===== src/rtl/flash_wait_pkg.sv =====
package flash_wait_pkg;

  typedef enum logic [1:0] {
    OP_READ  = 2'd0,
    OP_PROG  = 2'd1,
    OP_ERASE = 2'd2,
    OP_RSVD  = 2'd3
  } flashOp_t;

  typedef enum logic [1:0] {
    RGN_NONE,
    RGN_MAIN,
    RGN_ALIAS,
    RGN_BOOT
  } region_t;

  // strobes from control to datapath
  typedef struct packed {
    logic capture;
    logic tick;
    logic finRead;
    logic finProg;
    logic finErase;
    logic finFail;
  } ctrlStrobe_t;

endpackage


===== src/rtl/flash_wait_dp.sv =====
module flash_wait_dp
  import flash_wait_pkg::*;
#(
  parameter int ADDR_W          = 32,
  parameter int DATA_W          = 32,
  parameter int WAIT_W          = 3,
  parameter int WAIT_MAX        = 3,
  parameter int PAGE_WORDS_LOG2 = 8,
  parameter int PAGE_CNT_LOG2   = 6,
  parameter int BOOT_WORDS_LOG2 = 10,
  parameter logic [ADDR_W-1:0] MAIN_BASE  = '0,
  parameter logic [ADDR_W-1:0] ALIAS_BASE = 32'h1FF0_0000,
  parameter logic [ADDR_W-1:0] BOOT_BASE  = 32'h1F00_0000
) (
  input  logic                                  clk,
  input  logic                                  rstN,
  input  ctrlStrobe_t                           strobe,
  input  logic [ADDR_W-1:0]                     reqAddr,
  input  logic [DATA_W-1:0]                     reqWdata,
  input  logic                                  cfgWrite,
  input  logic [WAIT_W-1:0]                     cfgWaitIn,
  input  logic [(1<<PAGE_CNT_LOG2)-2:0]         pageProtect,
  input  logic                                  optProtect,
  input  logic [DATA_W-1:0]                     arrRdata,
  output region_t                               decRegion,
  output logic                                  decLocked,
  output logic                                  cntZero,
  output logic [WAIT_W-1:0]                     cfgWaitOut,
  output logic                                  respReady,
  output logic                                  respError,
  output logic [DATA_W-1:0]                     respRdata,
  output logic                                  arrRead,
  output logic                                  arrWrite,
  output logic                                  arrErase,
  output logic [PAGE_CNT_LOG2+PAGE_WORDS_LOG2:0] arrAddr,
  output logic [DATA_W-1:0]                     arrWdata
);

  localparam int BYTE_OFS  = $clog2(DATA_W / 8);
  localparam int PAGE_SPAN = PAGE_WORDS_LOG2 + BYTE_OFS;
  localparam int MAIN_SPAN = PAGE_SPAN + PAGE_CNT_LOG2;
  localparam int BOOT_SPAN = BOOT_WORDS_LOG2 + BYTE_OFS;
  localparam int IDX_W     = PAGE_CNT_LOG2 + PAGE_WORDS_LOG2;
  localparam int LAST_PAGE = (1 << PAGE_CNT_LOG2) - 1;

  // ---------------- address decode ----------------
  logic                       inMain, inAlias, inBoot;
  logic [PAGE_CNT_LOG2-1:0]   pageNum;
  logic [PAGE_WORDS_LOG2-1:0] slotNum;
  logic [BOOT_WORDS_LOG2-1:0] bootSlot;
  logic [LAST_PAGE:0]         protAll;
  logic [IDX_W:0]             decArrAddr;
  logic                       unusedLsb;

  always_comb begin
    inMain    = (reqAddr >> MAIN_SPAN) == (MAIN_BASE >> MAIN_SPAN);
    inAlias   = (reqAddr >> PAGE_SPAN) == (ALIAS_BASE >> PAGE_SPAN);
    inBoot    = (reqAddr >> BOOT_SPAN) == (BOOT_BASE >> BOOT_SPAN);
    pageNum   = inAlias ? PAGE_CNT_LOG2'(LAST_PAGE) : reqAddr[MAIN_SPAN-1:PAGE_SPAN];
    slotNum   = reqAddr[PAGE_SPAN-1:BYTE_OFS];
    bootSlot  = reqAddr[BOOT_SPAN-1:BYTE_OFS];
    unusedLsb = ^reqAddr[BYTE_OFS-1:0];
    // top page is guarded by its own bit, placed above the per-page vector
    protAll   = {optProtect, pageProtect};
    decLocked = protAll[pageNum];
    if (inBoot) begin
      decRegion  = RGN_BOOT;
      decArrAddr = {1'b1, IDX_W'(bootSlot)};
    end else begin
      decRegion  = inAlias ? RGN_ALIAS : (inMain ? RGN_MAIN : RGN_NONE);
      decArrAddr = {1'b0, pageNum, slotNum};
    end
  end

  // ---------------- wait count register ----------------
  logic [WAIT_W-1:0] waitReg, waitNext;

  generate
    if (WAIT_MAX >= (1 << WAIT_W) - 1) begin : g_noSat
      assign waitNext = cfgWaitIn;
    end else begin : g_sat
      assign waitNext = (cfgWaitIn > WAIT_W'(WAIT_MAX)) ? WAIT_W'(WAIT_MAX) : cfgWaitIn;
    end
  endgenerate

  always_ff @(posedge clk or negedge rstN) begin
    if (!rstN)         waitReg <= '0;
    else if (cfgWrite) waitReg <= waitNext;
  end

  assign cfgWaitOut = waitReg;

  // ---------------- per-access state ----------------
  logic [WAIT_W-1:0] waitCnt;
  logic [WAIT_W-1:0] waitCap;
  logic              lockCap;
  logic [IDX_W:0]    arrAddrQ;
  logic [DATA_W-1:0] wdataQ;

  always_ff @(posedge clk or negedge rstN) begin
    if (!rstN) begin
      waitCnt  <= '0;
      waitCap  <= '0;
      lockCap  <= 1'b0;
      arrAddrQ <= '0;
      wdataQ   <= '0;
    end else if (strobe.capture) begin
      waitCnt  <= waitReg;
      waitCap  <= waitReg;
      lockCap  <= decLocked;
      arrAddrQ <= decArrAddr;
      wdataQ   <= reqWdata;
    end else if (strobe.tick) begin
      waitCnt  <= waitCnt - WAIT_W'(1);
    end
  end

  assign cntZero   = (waitCnt == '0);
  assign arrRead   = strobe.finRead;
  assign arrWrite  = strobe.finProg;
  assign arrErase  = strobe.finErase;
  assign arrAddr   = arrAddrQ;
  assign arrWdata  = wdataQ;
  assign respReady = strobe.finRead | strobe.finProg | strobe.finErase | strobe.finFail;
  assign respError = strobe.finFail;
  assign respRdata = strobe.finRead ? arrRdata : '0;

  // ---------------- checking ----------------
  logic [WAIT_W:0] sinceCap;

  always_ff @(posedge clk or negedge rstN) begin
    if (!rstN)                        sinceCap <= '0;
    else if (strobe.capture)          sinceCap <= (WAIT_W+1)'(1);
    else if (respReady)               sinceCap <= '0;
    else if (sinceCap != '0 && sinceCap != '1) sinceCap <= sinceCap + (WAIT_W+1)'(1);
  end

  assert_read_latency_R5: assert property (@(posedge clk) disable iff (!rstN)
    strobe.finRead |-> sinceCap == ({1'b0, waitCap} + (WAIT_W+1)'(1)))
    else $error("read finished off its latched wait count");

  assert_boot_untouched_R4: assert property (@(posedge clk) disable iff (!rstN)
    (arrWrite || arrErase) |-> !arrAddr[IDX_W])
    else $error("array modify aimed at boot region");

  assert_lock_honoured_R8: assert property (@(posedge clk) disable iff (!rstN)
    (arrWrite || arrErase) |-> !lockCap)
    else $error("array modify on a locked page");

  assert_single_outcome_R9: assert property (@(posedge clk) disable iff (!rstN)
    $onehot0({strobe.finRead, strobe.finProg, strobe.finErase, strobe.finFail}))
    else $error("more than one response kind at once");

endmodule


===== src/rtl/flash_wait_fsm.sv =====
module flash_wait_fsm
  import flash_wait_pkg::*;
(
  input  logic        clk,
  input  logic        rstN,
  input  logic        reqValid,
  input  flashOp_t    reqOp,
  input  region_t     decRegion,
  input  logic        decLocked,
  input  logic        cntZero,
  output ctrlStrobe_t strobe
);

  typedef enum logic [2:0] {
    ST_IDLE,
    ST_READ_WAIT,
    ST_PROG,
    ST_ERASE,
    ST_FAIL
  } state_t;

  state_t state, stateNext;

  always_comb begin
    stateNext = state;
    unique case (state)
      ST_IDLE: begin
        if (reqValid) begin
          if (decRegion == RGN_NONE || reqOp == OP_RSVD) stateNext = ST_FAIL;
          else if (reqOp == OP_READ)                      stateNext = ST_READ_WAIT;
          else if (decRegion == RGN_BOOT || decLocked)    stateNext = ST_FAIL;
          else if (reqOp == OP_PROG)                      stateNext = ST_PROG;
          else                                            stateNext = ST_ERASE;
        end
      end
      ST_READ_WAIT: if (cntZero) stateNext = ST_IDLE;
      default:      stateNext = ST_IDLE;
    endcase
  end

  always_ff @(posedge clk or negedge rstN) begin
    if (!rstN) state <= ST_IDLE;
    else       state <= stateNext;
  end

  always_comb begin
    strobe          = '0;
    strobe.capture  = (state == ST_IDLE) && reqValid;
    strobe.tick     = (state == ST_READ_WAIT) && !cntZero;
    strobe.finRead  = (state == ST_READ_WAIT) && cntZero;
    strobe.finProg  = (state == ST_PROG);
    strobe.finErase = (state == ST_ERASE);
    strobe.finFail  = (state == ST_FAIL);
  end

  assert_back_to_idle_R5: assert property (@(posedge clk) disable iff (!rstN)
    (strobe.finRead || strobe.finProg || strobe.finErase || strobe.finFail) |=> state == ST_IDLE)
    else $error("controller did not return to idle after a response");

endmodule


===== src/rtl/flash_wait_gate.sv =====
module flash_wait_gate
  import flash_wait_pkg::*;
#(
  parameter int ADDR_W          = 32,
  parameter int DATA_W          = 32,
  parameter int WAIT_W          = 3,
  parameter int WAIT_MAX        = 3,
  parameter int PAGE_WORDS_LOG2 = 8,
  parameter int PAGE_CNT_LOG2   = 6,
  parameter int BOOT_WORDS_LOG2 = 10
) (
  input  logic                                  clk,
  input  logic                                  rstN,
  input  logic                                  reqValid,
  input  logic [1:0]                            reqOp,
  input  logic [ADDR_W-1:0]                     reqAddr,
  input  logic [DATA_W-1:0]                     reqWdata,
  output logic                                  respReady,
  output logic                                  respError,
  output logic [DATA_W-1:0]                     respRdata,
  input  logic                                  cfgWrite,
  input  logic [WAIT_W-1:0]                     cfgWaitIn,
  output logic [WAIT_W-1:0]                     cfgWaitOut,
  input  logic [(1<<PAGE_CNT_LOG2)-2:0]         pageProtect,
  input  logic                                  optProtect,
  output logic                                  arrRead,
  output logic                                  arrWrite,
  output logic                                  arrErase,
  output logic [PAGE_CNT_LOG2+PAGE_WORDS_LOG2:0] arrAddr,
  output logic [DATA_W-1:0]                     arrWdata,
  input  logic [DATA_W-1:0]                     arrRdata
);

  ctrlStrobe_t strobe;
  region_t     decRegion;
  logic        decLocked;
  logic        cntZero;

  flash_wait_fsm u_fsm (
    .clk       (clk),
    .rstN      (rstN),
    .reqValid  (reqValid),
    .reqOp     (flashOp_t'(reqOp)),
    .decRegion (decRegion),
    .decLocked (decLocked),
    .cntZero   (cntZero),
    .strobe    (strobe)
  );

  flash_wait_dp #(
    .ADDR_W          (ADDR_W),
    .DATA_W          (DATA_W),
    .WAIT_W          (WAIT_W),
    .WAIT_MAX        (WAIT_MAX),
    .PAGE_WORDS_LOG2 (PAGE_WORDS_LOG2),
    .PAGE_CNT_LOG2   (PAGE_CNT_LOG2),
    .BOOT_WORDS_LOG2 (BOOT_WORDS_LOG2)
  ) u_dp (
    .clk         (clk),
    .rstN        (rstN),
    .strobe      (strobe),
    .reqAddr     (reqAddr),
    .reqWdata    (reqWdata),
    .cfgWrite    (cfgWrite),
    .cfgWaitIn   (cfgWaitIn),
    .pageProtect (pageProtect),
    .optProtect  (optProtect),
    .arrRdata    (arrRdata),
    .decRegion   (decRegion),
    .decLocked   (decLocked),
    .cntZero     (cntZero),
    .cfgWaitOut  (cfgWaitOut),
    .respReady   (respReady),
    .respError   (respError),
    .respRdata   (respRdata),
    .arrRead     (arrRead),
    .arrWrite    (arrWrite),
    .arrErase    (arrErase),
    .arrAddr     (arrAddr),
    .arrWdata    (arrWdata)
  );

endmodule


===== config.mk =====
export PLATFORM = sky130hd
export DESIGN_NAME = flash_wait_gate
export DESIGN_NICKNAME = d
export VERILOG_FILES = /design/src/rtl/flash_wait_pkg.sv /design/src/rtl/flash_wait_dp.sv /design/src/rtl/flash_wait_fsm.sv /design/src/rtl/flash_wait_gate.sv
export SDC_FILE = /design/constraint.sdc
export NUM_CORES = 1
export LEC_CHECK = 0
export ABC_AREA = 1
export BUFFER_PORTS_ARGS = -buffer_cell sky130_fd_sc_hd__clkbuf_2
export CORE_AREA = 2 2 100 102
export CTS_BUF_LIST = sky130_fd_sc_hd__clkbuf_2 sky130_fd_sc_hd__clkbuf_4 sky130_fd_sc_hd__clkbuf_8
export CTS_CLUSTER_SIZE = 20
export DETAILED_ROUTE_END_ITERATION = 7
export DIE_AREA = 0 0 102 104
export PLACE_DENSITY = 0.78
export RECOVER_POWER = 25
export SLEW_MARGIN = 20
export SYNTH_ARGS = -nofsm -noshare
export SYNTH_HDL_FRONTEND = slang
export SYNTH_SLANG_ARGS = --single-unit

===== constraint.sdc =====
create_clock -name clk -period 1.24 [get_ports clk]
set_input_delay 0.124 -clock clk [delete_from_list [all_inputs] [get_ports clk]]
set_output_delay 0.124 -clock clk [all_outputs]
set_load 0.1 [all_outputs]

After elaboration in Yosys (flattened, before gate mapping)
Index checks and enable logic that the tools add are counted. W data, S select, Z words.

Input port bits: 169. Word-level logic and storage cells: 53. Bits in registers: 56.

Muxes and demuxes: 18. Reductions and logical operators: 13. $add $sub $neg: 1. Eq/ne operators: 11. Bitwise logic cells: 3. Magnitude comparators: 2.

Operator list (count): $logic_not A32 Y1 (1); $mux W32 (1); $mux W3 (8); $eq A22 B19 Y1 const B (1); $eq A20 B17 Y1 const B (1); $mux W15 (1); $lt A6 B7 Y1 const B (1); $bmux W1 S6 (1); $eq A3 B2 Y1 const B (2); $logic_not A3 Y1 (2); $mux W6 (1); $pmux W3 S2 (1); $eq A2 B2 Y1 const B (2); $logic_not A2 Y1 (2); $mux W2 (2); $eq A3 B1 Y1 const B (1); $eq A3 B3 Y1 const B (1); $gt A3 B2 Y1 const B (1); $logic_and A1 B1 Y1 (3); $mux W1 (3); $or A1 B1 Y1 (3); $sub A3 B1 Y3 const B (1); $eq A2 B1 Y1 const B (1); $logic_or A1 B1 Y1 (2); other kinds (5) (5).

Longest topological paths before layout
Word-level depth: 11. Mapped depth: 18. Gate-level depth less buffers: 17.

Modules after synthesis
A second synthesis with hierarchy kept.

Cells, all modules: 558. Area, all modules: 3634.7 µm².

Modules (own cells, without submodules): flash_wait_dp (area each 3417.0 µm², seq. area each 1326.3 µm², times used 1, cells an instance 525); flash_wait_fsm (area each 217.7 µm², seq. area each 75.1 µm², times used 1, cells an instance 33).

Worst setup path after synthesis
No wires, ideal clock.

Path kind: flip-flop to output port. Start: reg u_dp.waitCnt[0]. End: out respRdata[22]. Arrival time: 4.672 ns. Cell stages (with the launch flop): 8. Path slack: -3.556 ns. Required time: 1.116 ns. Path through: dfrtp_1 > inv_1 > ha_1 > inv_1 > nor3_1 > inv_1 > clkbuf_1 > nor2_1.

Word-level cells in the longest chain between the ends: 3.

RTL lines: start: declaration (line flash_wait_dp.sv:94) `logic [WAIT_W-1:0] waitCnt;`; start signal: assignment (line flash_wait_dp.sv:108) `waitCnt <= waitReg;`; start signal: assignment (line flash_wait_dp.sv:114) `waitCnt <= waitCnt - WAIT_W'(1);`; $logic_not A3 Y1 (line flash_wait_dp.sv:118) `assign cntZero = (waitCnt == '0);`; $logic_and A1 B1 Y1 (line flash_wait_fsm.sv:50) `strobe.finRead = (state == ST_READ_WAIT) && cntZero;`; net arrRead (line flash_wait_gate.sv:26) `output logic arrRead,`; $mux W32 (line flash_wait_dp.sv:126) `assign respRdata = strobe.finRead ? arrRdata : '0;`; end: declaration (line flash_wait_gate.sv:20) `output logic [DATA_W-1:0] respRdata,`.

The timed path passes the listed nets, and every way through them passes these cells.

Worst setup path after layout
Start: reg u_fsm.state[2]. End: out respRdata[10].

Word-level cells in the longest chain between the ends: 3.

RTL lines: start: declaration (line flash_wait_fsm.sv:22) `state_t state, stateNext;`; start signal: assignment (line flash_wait_fsm.sv:43) `else state <= stateNext;`; $eq A3 B1 Y1 (line flash_wait_fsm.sv:50); $logic_and A1 B1 Y1 (line flash_wait_fsm.sv:50); $mux W32 (line flash_wait_dp.sv:126).

Every way passes these cells.

==> key figures <==
Synthesis
  • Seq/Total Area, Yosys: 0.3885
  • Fraction of post-synthesis cell area in the top cell type by area: 0.3885
  • Asr flop ratio synth: 1.000
  • Number of enable flip-flop cells after synthesis: 0
  • Leading register cell type out of synthesis: sky130_fd_sc_hd__dfrtp_1
  • Gate count of the mapped netlist: 565
  • Yosys warnings: 0
  • Flip-flop and latch count after synthesis: 56
  • Synthesized area divided by synthesized cell count: 6.384 sq um
  • Number of distinct library cells after synthesis: 31
  • Dominant cell type by area after synthesis: sky130_fd_sc_hd__dfrtp_1
  • Number of nets in the synthesized netlist: 736
  • Post-synth design cell area: 3607 sq um
  • Most numerous cell in the Yosys netlist: sky130_fd_sc_hd__nand2_1
  • Top cells by area in the synthesized netlist: sky130_fd_sc_hd__dfrtp_1 (39%), sky130_fd_sc_hd__nand2_1 (20%), sky130_fd_sc_hd__nand3_1 (11%), sky130_fd_sc_hd__inv_1 (10%), sky130_fd_sc_hd__nor2_1 (6.0%)
  • Top cells by count, synth: sky130_fd_sc_hd__nand2_1 (196), sky130_fd_sc_hd__inv_1 (99), sky130_fd_sc_hd__nand3_1 (79), sky130_fd_sc_hd__nor2_1 (58), sky130_fd_sc_hd__dfrtp_1 (56)

Timing
  • Final Hold Violating Endpoints: 0
  • Setup repair after global routing missed its margin: true
  • Fraction of the cycle the final worst path needs: 1.606
  • Total negative setup slack: -45810 ps
  • Worst Max-Slew Pin Slew: 773.1 ps
  • Max-Slew Margin vs Limit: 0.4846
  • FMAX: roughly 500 MHz
  • Post-route setup slack: -752.0 ps
  • Largest clock skew in the final design: 10.60 ps
  • Slew Limit Fails: 0
  • Clock period minus worst slack: about 2000 ps
  • Setup violations, final: 90

Setup path
  • Arrival time at the worst endpoint: 1870 ps
  • Critical path required time: 1120 ps
  • Category of the critical setup timing path: reg -> out
  • Crit-path max FO: 10
  • Crit path launch type: flop
  • Type of element capturing the critical path: primary output

Power and ir drop
  • PwrDens: 916.8 nW/um^2
  • Worst VDD drop: 0.001038 V
  • LEAKAGE: 4.343 nW

Floorplan
  • Ports placed on the boundary: 256
  • Core area: between 9000 and 10000 sq um
  • Horiz. Die Dim: a little over 100 um
  • FP Rows: 36
  • DIE AREA: 10610 sq um
  • Vertical die dimension: approximately 100 um
  • Initial core utilization: 0.3778

GRT
  • Total overflow reported by the global router: 0
  • Number of global-route vias before repair: 5680
  • Number of antenna violations at the first check in global routing: 0
  • Global-route wire length before repair: 29.24 mm
  • Largest net degree at the start of global routing: 57
  • GRT Resource Usage Total: 0.3539

Cells and area
  • Fraction of final layout cells with drive strength greater than 1: 0.6044
  • Post-route non-filler standard cell count: just over 1000
  • Number of nets in the finished design: 1070
  • Signed area change from the synthesized netlist to the final layout: 130.0%
  • Final-layout fill cell count: 475
  • N_diodes: 0

Job
  • Max Cap Violations: 0

Placed design
  • Routability congestion estimate: about 0.91
  • Half-perimeter wire length after detailed placement: about 10 mm
  • Port bufs: ~250
  • Cell total after placement: 970

Detailed routing
  • Antenna Violating Nets Remaining: 0
  • Total wire length: roughly 19 mm
  • Ratio of routed vias to standard cells: 5.227
  • Number of search-and-repair iterations in the first detailed-routing pass: 6
  • Wirelength per Cell: between 15 and 20 um
  • DRC viols: 0
  • Starting DRT DRC Count: 365
  • Via Count: 5400

Clocking
  • TritonCTS Buffers: 5
  • CTS clock-pin slew for the worst setup and hold paths: roughly 100 ps
  • Clock insertion delay at the later pin of the skew report: 330 ps
  • Deepest level of the CTS H-tree: 2
  • Clock sink count: 56
  • CTS tree: done
  • Number of buffers on the longest clock path: 2
  • Clk Tree Root Cell: sky130_fd_sc_hd__clkbuf_8

Run status
  • Run status: complete, but fails checks
  • Violations in the final reports: setup timing

Hold path
  • Worst min-delay path category: in -> reg
## critical path, cell delays in order (launching register included)
cell and delay, ps:
sky130_fd_sc_hd__dfrtp_1 410, sky130_fd_sc_hd__nor3_2 250, sky130_fd_sc_hd__inv_1 110, sky130_fd_sc_hd__nor3_4 190, sky130_fd_sc_hd__inv_4 100, sky130_fd_sc_hd__buf_12 170
sky130_fd_sc_hd__nor2_4 130, sky130_fd_sc_hd__buf_12 180
## metrics by stage
step                  util  hold WS [ps]  worst slack [ps]  area (sq um)  power [mW]
floorplan                -        -171.6             -1332          3966       4.357
global placement    0.7023         150.5            -607.4          6706       5.674
detailed placement  0.7023         154.1            -689.9          6706       5.735
CTS                 0.8569        0.2271            -689.0          8183       7.388
global route        0.8687         7.076            -837.6          8295       7.864
finish              0.8687         2.743            -752.0          8295       7.606
## worst paths after layout
path / start / endpoint / slack [ps] / depth (start not counted)
min in group asynchronous: rstN / u_dp.arrWdata[7]$_DFFE_PN0P_ / 520 / 3
hold reg to reg: u_dp.arrAddr[6]$_DFFE_PN0P_ / u_dp.arrAddr[6]$_DFFE_PN0P_ / 500 / 2
max in group asynchronous: rstN / u_dp.cfgWaitOut[0]$_DFFE_PN0P_ / 170 / 3
setup / recovery: u_fsm.state[2]$_DFFE_PN0P_ / respRdata[10] / -750 / 7
setup reg to reg: u_fsm.state[1]$_DFFE_PN0P_ / u_dp.arrWdata[29]$_DFFE_PN0P_ / -480 / 11
hold / removal: reqWdata[21] / u_dp.arrWdata[21]$_DFFE_PN0P_ / 3 / 3
## cells by family after synthesis
| family | share of synthesized area |
|---|---|
| AOI/OAI and AO/OA | 0.03434 |
| xor gates and xnor gates | 0.002428 |
| adders and majority gates | 0.006936 |
| buffers and inverters | 0.1405 |
| DFF | 0.3885 |
| and+or+nand+nor | 0.4273 |
## report_power, final
group | leakage, nW | total [mW] | switching (mW) | internal (mW)
Sequential | 0.689 | 2.30 | 0.251 | 2.05
Combinational | 3.61 | 4.25 | 2.72 | 1.53
Clock | 0.0485 | 1.06 | 0.651 | 0.407
## timing repair
action / 4_1_cts / 5_1_grt
resized for setup: 167 / 67
hold endpoints to repair: 73 / 1
setup endpoints to repair: 90 / 90
pin swaps: 37 / 31
hold buffers: 18 / 1
setup buffers: 26 / 5
gates cloned: 15 / 1
## flip-flops by register name, summed over array words and instances, names as in the netlist
| signal | cells |
|---|---|
| u_dp.arrAddr | 15 |
| u_dp.arrWdata | 32 |
| u_dp.cfgWaitOut | 3 |
| u_dp.waitCnt | 3 |
| u_fsm.state | 3 |
## cell usage in the layout (no fill, tap or decap), drive strengths merged, types with 3 or more instances in the layout
master and n:
nand2 198, clkbuf 172, buf 165, inv 102
nand3 80, nor2 62, dfrtp 56, dlygate4sd3 19
nand3b 11, o21ai 11, or2 3, o2111ai 3
clkinv 3
## metal layers
metal | wire length, um | track usage | up-vias
met4 | 1166 | 0.2019 | 0
met1 | 6508 | 0.3901 | 2521
met2 | 9905 | 0.6076 | 390
met3 | 1646 | 0.08737 | 107
li1 | - | - | 2382
met5 | 0 | 0 | -
## final cells by class
cell class	instances	area, sq um	area share
Clock buffer	5	68.82	0.008296
Multi-Input combinational cell	382	2574	0.3103
Clock inverter	3	22.52	0.002715
Timing Repair Buffer	351	3631	0.4377
Tap cell	133	166.4	0.02006
Sequential cell	56	1404	0.1692
Inverter	103	429.2	0.05173
Power figures use the tool's default switching activity.
